File: config.mk
export PLATFORM = sky130hd
export DESIGN_NAME = rmap_rename
export DESIGN_NICKNAME = d
export VERILOG_FILES = /design/src/rtl/rmap_pkg.sv /design/src/rtl/rmap_freelist.sv /design/src/rtl/rmap_table.sv /design/src/rtl/rmap_rename.sv
export SDC_FILE = /design/constraint.sdc
export NUM_CORES = 1
export LEC_CHECK = 0
export BUFFER_PORTS_ARGS = -buffer_cell sky130_fd_sc_hd__buf_2
export CELL_PAD_IN_SITES_DETAIL_PLACEMENT = 0
export CELL_PAD_IN_SITES_GLOBAL_PLACEMENT = 1
export CORE_MARGIN = 2
export CORE_UTILIZATION = 41
export DETAILED_ROUTE_END_ITERATION = 10
export PLACE_DENSITY_LB_ADDON = 0.05
export SLEW_MARGIN = 20
export SYNTH_ARGS = -nofsm -noshare
export SYNTH_HDL_FRONTEND = slang
export SYNTH_SLANG_ARGS = --single-unit
export TNS_END_PERCENT = 50
File: constraint.sdc
create_clock -name clk -period 7.4 [get_ports clk]
set_input_delay 0.37 -clock clk [delete_from_list [all_inputs] [get_ports clk]]
set_output_delay 0.37 -clock clk [all_outputs]
set_load 0.05 [all_outputs]
File: src/rtl/rmap_pkg.sv
// Shared definitions for the dual-cluster rename map.
// Assumes exactly two clusters; location vectors carry one bit per cluster.
package rmap_pkg;
    localparam int NCL       = 2;   // clusters
    localparam int MAX_ALLOC = 3;   // registers one rename may take: two copies + destination

    typedef logic [NCL-1:0] loc_t;

    // One-hot location vector for a cluster index (0 = cluster 1).
    function automatic loc_t loc_of(input logic cl);
        return cl ? 2'b10 : 2'b01;
    endfunction
endpackage

File: src/rtl/rmap_freelist.sv
// Bitmap free pool for one cluster's physical register file.
// Offers the lowest free registers as up to MAX_ALLOC picks each cycle.
// The first alloc_cnt picks are removed, and every bit in rel_mask is returned.
// Assumes the caller never releases a register that is already free.
module rmap_freelist #(
    parameter int NPREG = 8,
    parameter int NRESV = 0,
    localparam int PW    = $clog2(NPREG),
    localparam int NPICK = rmap_pkg::MAX_ALLOC,
    localparam int CW    = $clog2(NPICK + 1)
) (
    input  logic                        clk,
    input  logic                        rst_n,
    input  logic [CW-1:0]               alloc_cnt,
    input  logic [NPREG-1:0]            rel_mask,
    output logic [NPICK-1:0][PW-1:0]    pick,
    output logic [CW-1:0]               avail
);
    logic [NPREG-1:0] free_q;
    logic [NPREG-1:0] take_mask;

    // Scan for the lowest free registers, saturating at NPICK.
    always_comb begin
        int n;
        n    = 0;
        pick = '0;
        for (int i = 0; i < NPREG; i++) begin
            if (free_q[i] && n < NPICK) begin
                pick[n] = PW'(i);
                n = n + 1;
            end
        end
        avail = CW'(n);
    end

    // Build the mask of registers handed out this cycle.
    always_comb begin
        take_mask = '0;
        for (int k = 0; k < NPICK; k++) begin
            if (CW'(k) < alloc_cnt) take_mask[pick[k]] = 1'b1;
        end
    end

    // Pool state: reserved registers start busy, the rest free.
    always_ff @(posedge clk) begin
        if (!rst_n) begin
            for (int i = 0; i < NPREG; i++) free_q[i] <= (i >= NRESV);
        end else begin
            free_q <= (free_q & ~take_mask) | rel_mask;
        end
    end

    a_r8_alloc_within_avail: assert property (@(posedge clk) disable iff (!rst_n)
        alloc_cnt <= avail);

    a_r9_release_only_busy: assert property (@(posedge clk) disable iff (!rst_n)
        (rel_mask & free_q) == '0);
endmodule

File: src/rtl/rmap_table.sv
// Storage of the logical-to-physical map, one entry per logical register.
// Each entry holds a location vector and one physical tag per cluster.
// NRD combinational read ports. NWR write ports of whole entries, where a later port wins on the same index.
// At reset every register i maps to physical register i of cluster 1.
module rmap_table #(
    parameter int NLREG = 4,
    parameter int NPREG = 8,
    parameter int NRD   = 3,
    parameter int NWR   = 3,
    localparam int LW   = $clog2(NLREG),
    localparam int PW   = $clog2(NPREG)
) (
    input  logic                              clk,
    input  logic                              rst_n,
    input  logic [NRD-1:0][LW-1:0]            rd_idx,
    output logic [NRD-1:0][1:0]               rd_loc,
    output logic [NRD-1:0][1:0][PW-1:0]       rd_p,
    input  logic [NWR-1:0]                    wr_en,
    input  logic [NWR-1:0][LW-1:0]            wr_idx,
    input  logic [NWR-1:0][1:0]               wr_loc,
    input  logic [NWR-1:0][1:0][PW-1:0]       wr_p
);
    logic [NLREG-1:0][1:0]          ent_loc;
    logic [NLREG-1:0][1:0][PW-1:0]  ent_p;

    // Read ports, one per requested index.
    generate
        for (genvar r = 0; r < NRD; r++) begin : g_rd
            assign rd_loc[r] = ent_loc[rd_idx[r]];
            assign rd_p[r]   = ent_p[rd_idx[r]];
        end
    endgenerate

    // Entry update: reset mapping, then write ports in increasing priority.
    always_ff @(posedge clk) begin
        if (!rst_n) begin
            for (int i = 0; i < NLREG; i++) begin
                ent_loc[i]  <= 2'b01;
                ent_p[i][0] <= PW'(i);
                ent_p[i][1] <= '0;
            end
        end else begin
            for (int w = 0; w < NWR; w++) begin
                if (wr_en[w]) begin
                    ent_loc[wr_idx[w]] <= wr_loc[w];
                    ent_p[wr_idx[w]]   <= wr_p[w];
                end
            end
        end
    end

    generate
        for (genvar g = 0; g < NLREG; g++) begin : g_chk
            a_r1_entry_never_unmapped: assert property (@(posedge clk) disable iff (!rst_n)
                ent_loc[g] != 2'b00);
        end
    endgenerate
endmodule

File: src/rtl/rmap_rename.sv
// Dual-cluster rename map: one rename, one commit and one flush per cycle.
// The steering block supplies the target cluster. This block allocates, requests copies for
// sources mapped only in the other cluster, and reports the destination's previous mapping.
// Assumes flushes arrive youngest first, rename is held off while they do, and requested
// copies always complete even if their requester is flushed.
module rmap_rename #(
    parameter int NUM_LREG = 4,
    parameter int NUM_PREG = 8,
    localparam int LW    = $clog2(NUM_LREG),
    localparam int PW    = $clog2(NUM_PREG),
    localparam int NPICK = rmap_pkg::MAX_ALLOC,
    localparam int CW    = $clog2(NPICK + 1)
) (
    input  logic                 clk,
    input  logic                 rst_n,
    input  logic                 ren_valid,
    input  logic                 ren_cluster,
    input  logic                 ren_has_dst,
    input  logic [LW-1:0]        ren_dst,
    input  logic                 ren_src0_use,
    input  logic [LW-1:0]        ren_src0,
    input  logic                 ren_src1_use,
    input  logic [LW-1:0]        ren_src1,
    output logic                 ren_ready,
    output logic [1:0]           src0_loc,
    output logic [1:0]           src1_loc,
    output logic [PW-1:0]        src0_preg,
    output logic [PW-1:0]        src1_preg,
    output logic [PW-1:0]        dst_preg,
    output logic [1:0]           old_loc,
    output logic [PW-1:0]        old_preg_a,
    output logic [PW-1:0]        old_preg_b,
    output logic [1:0]           copy_valid,
    output logic                 copy_to_cluster,
    output logic [1:0][PW-1:0]   copy_src_preg,
    output logic [1:0][PW-1:0]   copy_dst_preg,
    input  logic                 commit_valid,
    input  logic [1:0]           commit_old_loc,
    input  logic [PW-1:0]        commit_old_preg_a,
    input  logic [PW-1:0]        commit_old_preg_b,
    input  logic                 flush_valid,
    input  logic                 flush_has_dst,
    input  logic [LW-1:0]        flush_dst,
    input  logic [1:0]           flush_old_loc,
    input  logic [PW-1:0]        flush_old_preg_a,
    input  logic [PW-1:0]        flush_old_preg_b
);
    import rmap_pkg::*;

    localparam int NRD = 3;
    localparam int NWR = 3;

    logic                            tgt, oth;
    logic [NRD-1:0][LW-1:0]          rd_idx;
    logic [NRD-1:0][1:0]             rd_loc;
    logic [NRD-1:0][1:0][PW-1:0]     rd_p;
    logic [NWR-1:0]                  wr_en;
    logic [NWR-1:0][LW-1:0]          wr_idx;
    logic [NWR-1:0][1:0]             wr_loc;
    logic [NWR-1:0][1:0][PW-1:0]     wr_p;

    logic [NCL-1:0][CW-1:0]          fl_alloc;
    logic [NCL-1:0][NUM_PREG-1:0]    fl_rel;
    logic [NCL-1:0][NPICK-1:0][PW-1:0] fl_pick;
    logic [NCL-1:0][CW-1:0]          fl_avail;

    logic             need0, need1_raw, need1, dup;
    logic [CW-1:0]    nalloc, slot1, slot2;
    logic             fire;
    logic [PW-1:0]    cp0_p, cp1_p, new_p;

    assign tgt = ren_cluster;
    assign oth = ~ren_cluster;

    // Per-cluster free pools; cluster 1 starts with the architectural registers busy.
    generate
        for (genvar c = 0; c < NCL; c++) begin : g_fl
            rmap_freelist #(
                .NPREG (NUM_PREG),
                .NRESV ((c == 0) ? NUM_LREG : 0)
            ) u_fl (
                .clk       (clk),
                .rst_n     (rst_n),
                .alloc_cnt (fl_alloc[c]),
                .rel_mask  (fl_rel[c]),
                .pick      (fl_pick[c]),
                .avail     (fl_avail[c])
            );
        end
    endgenerate

    rmap_table #(
        .NLREG (NUM_LREG),
        .NPREG (NUM_PREG),
        .NRD   (NRD),
        .NWR   (NWR)
    ) u_tab (
        .clk    (clk),
        .rst_n  (rst_n),
        .rd_idx (rd_idx),
        .rd_loc (rd_loc),
        .rd_p   (rd_p),
        .wr_en  (wr_en),
        .wr_idx (wr_idx),
        .wr_loc (wr_loc),
        .wr_p   (wr_p)
    );

    // Table read addresses: both sources, and the destination or the flushed register.
    always_comb begin
        rd_idx[0] = ren_src0;
        rd_idx[1] = ren_src1;
        rd_idx[2] = flush_valid ? flush_dst : ren_dst;
    end

    // Copy detection and the register demand of this rename.
    always_comb begin
        need0     = ren_src0_use && !rd_loc[0][tgt];
        need1_raw = ren_src1_use && !rd_loc[1][tgt];
        dup       = need0 && need1_raw && (ren_src1 == ren_src0);
        need1     = need1_raw && !dup;
        nalloc    = CW'(need0) + CW'(need1) + CW'(ren_has_dst);
        ren_ready = !flush_valid && (fl_avail[tgt] >= nalloc);
        fire      = ren_valid && ren_ready;
    end

    // Hand out the target pool's picks in the order copy0, copy1, destination.
    always_comb begin
        slot1 = need0 ? CW'(1) : CW'(0);
        slot2 = slot1 + CW'(need1);
        cp0_p = fl_pick[tgt][0];
        cp1_p = fl_pick[tgt][slot1];
        new_p = fl_pick[tgt][slot2];
    end

    // Source reporting and copy requests.
    always_comb begin
        src0_loc            = rd_loc[0];
        src1_loc            = rd_loc[1];
        src0_preg           = need0 ? cp0_p : rd_p[0][tgt];
        src1_preg           = need1 ? cp1_p : (dup ? cp0_p : rd_p[1][tgt]);
        dst_preg            = new_p;
        copy_valid          = {fire && need1, fire && need0};
        copy_to_cluster     = tgt;
        copy_src_preg[0]    = rd_p[0][oth];
        copy_src_preg[1]    = rd_p[1][oth];
        copy_dst_preg[0]    = cp0_p;
        copy_dst_preg[1]    = cp1_p;
    end

    // Previous mapping of the destination, including same-cycle copies into it.
    always_comb begin
        logic [1:0][PW-1:0] op;
        op      = rd_p[2];
        old_loc = rd_loc[2];
        if (need0 && ren_src0 == ren_dst) begin
            old_loc = old_loc | loc_of(tgt);
            op[tgt] = cp0_p;
        end
        if (need1 && ren_src1 == ren_dst) begin
            old_loc = old_loc | loc_of(tgt);
            op[tgt] = cp1_p;
        end
        old_preg_a = op[0];
        old_preg_b = op[1];
    end

    // Map writes: copy0, copy1, then destination or flush restore (highest priority).
    always_comb begin
        wr_en     = '0;
        wr_idx[0] = ren_src0;
        wr_loc[0] = rd_loc[0] | loc_of(tgt);
        wr_p[0]   = rd_p[0];
        wr_p[0][tgt] = cp0_p;
        wr_en[0]  = fire && need0;

        wr_idx[1] = ren_src1;
        wr_loc[1] = rd_loc[1] | loc_of(tgt);
        wr_p[1]   = rd_p[1];
        wr_p[1][tgt] = cp1_p;
        wr_en[1]  = fire && need1;

        wr_idx[2] = ren_dst;
        wr_loc[2] = loc_of(tgt);
        wr_p[2]   = '0;
        wr_p[2][tgt] = new_p;
        wr_en[2]  = fire && ren_has_dst;
        if (flush_valid && flush_has_dst) begin
            wr_en[2]  = 1'b1;
            wr_idx[2] = flush_dst;
            wr_loc[2] = flush_old_loc;
            wr_p[2]   = {flush_old_preg_b, flush_old_preg_a};
        end
    end

    // Pool traffic: allocation in the target, releases from commit and flush.
    always_comb begin
        fl_alloc      = '0;
        fl_alloc[tgt] = fire ? nalloc : '0;
        fl_rel        = '0;
        if (commit_valid) begin
            if (commit_old_loc[0]) fl_rel[0][commit_old_preg_a] = 1'b1;
            if (commit_old_loc[1]) fl_rel[1][commit_old_preg_b] = 1'b1;
        end
        if (flush_valid && flush_has_dst) begin
            for (int c = 0; c < NCL; c++) begin
                if (rd_loc[2][c]) fl_rel[c][rd_p[2][c]] = 1'b1;
            end
        end
    end

    a_r10_flush_blocks_rename: assert property (@(posedge clk) disable iff (!rst_n)
        flush_valid |-> !ren_ready);

    a_r5_copy_regs_distinct: assert property (@(posedge clk) disable iff (!rst_n)
        (copy_valid == 2'b11) |-> (copy_dst_preg[0] != copy_dst_preg[1]));

    a_r3_dst_not_copy_reg: assert property (@(posedge clk) disable iff (!rst_n)
        (ren_valid && ren_ready && ren_has_dst && copy_valid[0]) |-> (dst_preg != copy_dst_preg[0]));

    a_r6_single_copy_for_repeat: assert property (@(posedge clk) disable iff (!rst_n)
        (copy_valid[0] && ren_src1_use && ren_src1 == ren_src0) |-> !copy_valid[1]);
endmodule

==> summary.txt, run 1 <==
GRT
  – Initial antenna violation count: 0
  – Total global-route track usage: ~30%
  – Congestion Overflow GR: 0
  – Largest net degree at the start of global routing: 43
  – First-pass GRT wire length: 41,100 µm
  – Vias in the first global route: 7,149

Layout
  – Core Util, Final: 49.3%
  – Most frequent cells in the layout: 100 x nand2_1, 76 x nor2_1, 69 x buf_2
  – Fillers: 1,706
  – Number of diodes: 0
  – NumNets Final: roughly 1,100
  – Area delta synth->final: 17.9%
  – Commonest non-fill, non-tap cell in the layout: nand2_1
  – Layout cell share with drive strength beyond 1: 25.5%

Route
  – DRT antenna net count: 0
  – Post-detailed-route DRC marker count: 0
  – WL final: 27,400 µm
  – 1st-iter DRT viols: 542
  – TritonRoute pass-1 iters: 5
  – Via/cell ratio: approximately 6.3
  – Avg WL per Cell: roughly 23 µm
  – Vias: 7,571

Floorplan
  – Die Width: 134 µm
  – Initial core utilization: between 40% and 50%
  – IO Count: 71
  – Die H: ~130 µm
  – Placeable Area: 16,600 µm²
  – DIE AREA: 18,000 µm²
  – # rows: 47

Logic synthesis
  – XOR/XNOR Fraction of Synth Area: under 10%
  – Largest area contributor in the synthesized netlist: dfxtp_1
  – Netlist cell types: 95
  – Flops & latches, synth: 48
  – Number of enable flip-flop cells after synthesis: 0
  – Synth Cell Area: 6940 µm²
  – Synthesized netlist cell count: 887
  – Synth top area share: ~14%
  – Post-synthesis sequential area ratio: 13.8%
  – Synth Warn #: 0
  – Synthesized area per cell: 7.82 µm²
  – Largest family of logic cells by synthesized area: compound AO/OA/AOI/OAI gates
  – Post-Synth Adder-Cell Area: 8.91%
  – Post-Synth Simple-Gate Area: 26.1%
  – Top cells by area, synth: dfxtp_1 14%, mux4_2 7.8%, ha_1 7.8%
  – Post-synthesis async set-or-reset flop share: 0%
  – Mux cell area share after synthesis: 16.7%
  – Synth Flop Type: dfxtp_1
  – Synth Area in Compound Gates: 26.8%

Timing
  – Fmax achieved: 143 MHz
  – Endpoints failing setup: 0
  – Setup repair after global routing missed its margin: false
  – Worst Tran Pin Value: 1.02 ns
  – Setup TNS: 0 ns
  – Fin. Hold Viols: 0
  – Hold_ws: 0.384 ns
  – Fin crit period: about 7.0 ns
  – Slew headroom: between 30% and 40%
  – Fin crit share: around 94%
  – Clock skew: roughly 0.016 ns
  – Slew Limit Fails: 0

Critical path
  – Critical-path top delay cell: nor4b_1
  – Crit-path max FO: 5
  – Critical path buffers and inverters: 3
  – Critical path type: flip-flop to primary output
  – Top delay family on crit path: simple AND/OR/NAND/NOR gates
  – Termination of the worst setup path: old_preg_a[2]
  – Path depth of the worst reg2reg path: 35
  – CP arrival: 6.62 ns
  – Worst setup SP type: flip-flop
  – R2R Path End: u_tab.ent_p[5]
  – WP depth: 27
  – Launch point of the worst path: g_fl[0].u_fl.free_q[0]
  – Worst EP required: between 7 and 8 ns
  – Critical path's most frequent cell: ha_1
  – Worst r2r src: g_fl[1].u_fl.free_q[0]
  – Crit. End Element: primary output
  – CP max stage delay: 0.62 ns
  – R2R Setup Slk: 0.42 ns

Clock tree
  – H-tree depth: 2
  – Clk root buf: clkbuf_16
  – Clock transition at the registers of the reported paths: around 0.09 ns
  – Total CTS buffers: 5
  – Clock tree buffer depth: 2
  – # clock sinks: between 40 and 50
  – Worst-Skew Late Latency: 0.31 ns
  – CTS tree: built

Status
  – Status: complete, no violations

Job
  – Max_cap viols: 0

Place
  – GPL Wtd Cong: 0.905
  – Hpwl dp: roughly 21,000 µm
  – I/O Buffers: 70

Hold path
  – Worst hold start: flush_old_preg_a[0]
  – Hold WC Path Type: input pin to flip-flop
## area by class of cell
class	instances	area, µm²	share of cell area, %
Inverter	46	176	2.16
Sequential cell	48	961	11.7
Multi-Input combinational cell	747	5810	71.0
Clock inverter	2	17.5	0.214
Timing Repair Buffer	130	807	9.86
Clock buffer	6	139	1.70
Tap cell	220	275	3.36
## worst register-to-register path: cells and delay by family (launching register included)
| family | cells | cell delay [ns] |
|---|---|---|
| and+or+nand+nor | 11 | 1.80 |
| muxes | 3 | 0.91 |
| AOI/OAI and AO/OA | 9 | 1.30 |
| buffers and inverters | 5 | 0.71 |
| adders and majority gates | 7 | 1.86 |
| DFF | 1 | 0.33 |
## synth_stat cells (all sizes together), types with 9 or more instances
library cell and count:
nand2 102, nor2 78, dfxtp 48, inv 45
mux2i 45, ha 43, o21ai 40, a21oi 35
nand3 35, clkbuf 31, mux4 24, a211oi 23
nand2b 21, a31oi 20, nand3b 20, nor3 19
buf 16, mux2 14, o211ai 12, and3 11
xnor2 11, a21boi 10, nor2b 10, a21o 9
## per-layer routing
| layer | vias up | wire [µm] | global-route usage (%) |
|---|---|---|---|
| met1 | 3640 | 11300 | 37.5 |
| met2 | 334 | 13200 | 51.1 |
| met5 | - | 0 | 0 |
| met4 | 0 | 1200 | 12.0 |
| met3 | 65 | 1630 | 2.83 |
| li1 | 3532 | - | - |
## cell families (layout without fill, tap and decap cells)
kind of cell,count (synthesis),after routing
multiplexers,83,83
buffers and inverters,93,184
other,1,2
flip-flops,48,48
AO/OA/AOI/OAI,251,251
adder cells (fa/ha/maj),47,47
AND/OR/NAND/NOR,349,349
XOR/XNOR,15,15
## what timing repair did
item / CTS / global route
pin swaps: 1 / 12
buffers inserted: 0 / 14
hold buffers: 0 / 0
resized for setup: 10 / 36
endpoints found under the setup margin: 35 / 68
## sequential cells by signal (all words and copies together) (netlist names)
name and count:
g_fl.u_fl.free_q 16, u_tab.ent_p 24, u_tab.ent_loc 8
## metrics by stage
step / worst slack, ns / instances / area, µm²
detailed placement: -0.203 / 1177 / 7720
global placement: 0.0514 / 1177 / 7720
floorplan: 0.0579 / 888 / 6970
global route: 0.00405 / 1199 / 8180
CTS: 0.00138 / 1185 / 7920
finish: 0.410 / 1199 / 8180
## worst min-delay path by stage
| stage | to | slack, ns | cells after the start |
|---|---|---|---|
| 2_1_floorplan | g_fl[0].u_fl.free_q[7] | 0.47 | 2 |
| 6_report | u_tab.ent_p[0] | 0.38 | 3 |
| 5_1_grt | u_tab.ent_p[12] | 0.40 | 3 |
| 3_5_place_dp | g_fl[1].u_fl.free_q[7] | 0.54 | 2 |
| 4_1_cts | u_tab.ent_p[0] | 0.38 | 3 |
| 3_3_place_gp | g_fl[1].u_fl.free_q[6] | 0.53 | 2 |
Power of run 1 is left out: the tool's default activity adds up to more than one toggle a clock period on the data nets, which glitch-free logic cannot reach.
==> inputs of run 2 (changes only) <==
Settings changed: ABC_AREA from default to 1, CORE_UTILIZATION 41 to 38, SETUP_SLACK_MARGIN from default to 0.2.
==> summary.txt, run 2 <==
Hold path
  – Worst hold start: commit_old_preg_a[2]
  – Hold WC Path Type: input pin to flip-flop
  – Min-Delay Endpoint: g_fl[0].u_fl.free_q[4]
  – Worst Hold Path Cells: 3

Layout
  – Area delta synth->final: 14.0%
  – Most frequent cells in the layout: 368 x nand2_1, 140 x inv_1, 109 x nand3_1
  – Number of diodes: 0
  – Design area: 7590 µm²
  – Commonest non-fill, non-tap cell in the layout: nand2_1
  – Largest Register: u_tab.ent_p
  – NumNets Final: 1,294
  – Fillers: 1,969
  – Register area: 963 µm²
  – Layout cell share with drive strength beyond 1: 15.8%
  – Top Registers: u_tab.ent_p: 24 flops, g_fl.u_fl.free_q: 16 flops, u_tab.ent_loc: 8 flops
  – Max FFs per register: 24
  – Multi-input logic area: 5030 µm²

Logic synthesis
  – Synth Cell Area: 6660 µm²
  – Number of enable flip-flop cells after synthesis: 0
  – Netlist cell types: 59
  – Post-synthesis sequential area ratio: 14.4%
  – Synth top area share: a little over a fifth
  – Largest area contributor in the synthesized netlist: nand2_1
  – Synthesized area per cell: between 5 and 6 µm²
  – Synth Warn #: 0
  – Count leader, synth: nand2_1
  – Post-synthesis async set-or-reset flop share: 0%
  – Synth cell count leaders: 373 x nand2_1, 145 x inv_1, 112 x nand3_1
  – Synthesized netlist cell count: 1,139
  – Top cells by area, synth: nand2_1 21%, dfxtp_1 14%, nand3_1 8.4%
  – Synth Flop Type: dfxtp_1
  – Flops & latches, synth: 48

Timing
  – Worst Tran Pin Value: slightly below 1 ns
  – Fin. Hold Viols: 0
  – Clock skew: 0.0108 ns
  – Slew Limit Fails: 0
  – Fin crit share: between 90% and 100%
  – Endpoints failing setup: 0
  – Setup TNS: 0 ns
  – Fin worst setup slack: 0.730 ns
  – Fmax achieved: 150 MHz
  – Hold_ws: approximately 0.40 ns
  – Setup repair after global routing missed its margin: false
  – Fin crit period: 6.67 ns
  – Slew headroom: between 30% and 40%

Clock tree
  – Worst-Skew Late Latency: about 0.31 ns
  – Clock transition at the registers of the reported paths: ~0.070 ns
  – Hold buffers post-CTS: 0
  – # clock sinks: 48
  – Clock tree buffer depth: 2
  – Total CTS buffers: 5
  – Clk root buf: clkbuf_16
  – CTS tree: built
  – H-tree depth: 2

Floorplan
  – Initial core utilization: 38.6%
  – Die H: roughly 140 µm
  – DIE AREA: 18,600 µm²
  – Die Width: approximately 140 µm
  – Placeable Area: 17,200 µm²
  – # rows: 48
  – IO Count: 71

Critical path
  – Critical-path top delay cell: fa_1
  – R2R Setup Slk: 0.78 ns
  – Crit. End Element: primary output
  – Crit-path max FO: 5
  – Path depth of the worst reg2reg path: between 40 and 50
  – CP arrival: 6.30 ns
  – Critical path's most frequent cell: inv_1
  – Critical path type: flip-flop to primary output
  – R2R Path End: u_tab.ent_loc[2]
  – Worst setup SP type: flip-flop
  – CP max stage delay: between 0.5 and 0.6 ns
  – Worst r2r src: g_fl[1].u_fl.free_q[0]
  – Worst EP required: 7.03 ns

Route
  – 1st-iter DRT viols: 788
  – Post-detailed-route DRC marker count: 0
  – Via/cell ratio: about 5.5
  – WL final: 25,700 µm
  – DRT antenna net count: 0
  – Vias: 7,857
  – Avg WL per Cell: 17.9 µm
  – TritonRoute pass-1 iters: 5

Place
  – I/O Buffers: 70
  – GPL Wtd Cong: about 0.94
  – Total placed instance area: 7220 µm²
  – Hpwl dp: 20,600 µm
  – DP Worst Slack: 0.218 ns

Status
  – Status: complete, no violations

GRT
  – Largest net degree at the start of global routing: 43
  – Total global-route track usage: 27.5%
  – First-pass GRT wire length: 39,100 µm
  – Initial antenna violation count: 0
  – Vias in the first global route: 7,045
  – Congestion Overflow GR: 0

Job
  – Max_cap viols: 0
==> run 2: routing by layer <==
metal / share of wire (%) / global-route usage (%) / up-vias
li1: - / - / 3913
met1: 49 / 41.1 / 3653
met4: 1.3 / 6.08 / 0
met3: 6.5 / 3.47 / 21
met5: 0 / 0 / -
met2: 43 / 41.9 / 270
==> run 2: how the worst max path moves through the flow <==
stage,cells after the start,startpoint,endpoint,slack (ns)
floorplan,40,g_fl[0].u_fl.free_q[0],src1_preg[2],0.68
global placement,48,g_fl[0].u_fl.free_q[0],u_tab.ent_p[12],0.28
detailed placement,48,g_fl[0].u_fl.free_q[0],u_tab.ent_p[15],0.22
CTS,48,g_fl[0].u_fl.free_q[0],u_tab.ent_p[15],0.22
global route,47,g_fl[1].u_fl.free_q[0],u_tab.ent_loc[2],0.16
finish,40,g_fl[1].u_fl.free_q[0],old_preg_a[2],0.73
==> run 2: through the flow <==
step,instances,util [%]
6_report,1439,44.0
3_3_place_gp,1421,41.9
5_1_grt,1439,44.0
4_1_cts,1429,42.9
2_1_floorplan,1140,-
3_5_place_dp,1421,41.9
==> run 2: logic make-up after synthesis <==
| family | Yosys count | synth area share, % |
|---|---|---|
| AO/OA/AOI/OAI | 216 | 20.7 |
| XOR/XNOR | 6 | 0.902 |
| adder cells (fa/ha/maj) | 47 | 9.29 |
| buffers and inverters | 188 | 11.5 |
| flip-flops | 48 | 14.4 |
| other | 1 | 0.0563 |
| AND/OR/NAND/NOR | 633 | 43.1 |
==> run 2: layout make-up <==
type	instances	area share (%)
repair buffers	88	6.46
repair inverters	2	0.198
well taps	225	3.71
inverters	164	8.39
clock inverters	3	0.610
flip-flops and latches	48	12.7
multi-input cells	904	66.3
clock buffers	5	1.65
==> run 2: critical path: cells and delay by family (launching register included) <==
kind	cells	cell delay, ns
and+or+nand+nor	17	2.15
DFF	1	0.37
adders and majority gates	5	1.43
buffers and inverters	14	1.42
xor gates and xnor gates	1	0.21
AOI/OAI and AO/OA	3	0.38
==> run 2: what timing repair did <==
| action | in CTS | in global routing |
|---|---|---|
| hold endpoints to repair | 0 | 0 |
| endpoints found under the setup margin | 0 | 70 |
| resized for setup | 0 | 40 |
| buffers inserted | 0 | 8 |
Power of run 2 is left out for the same reason.
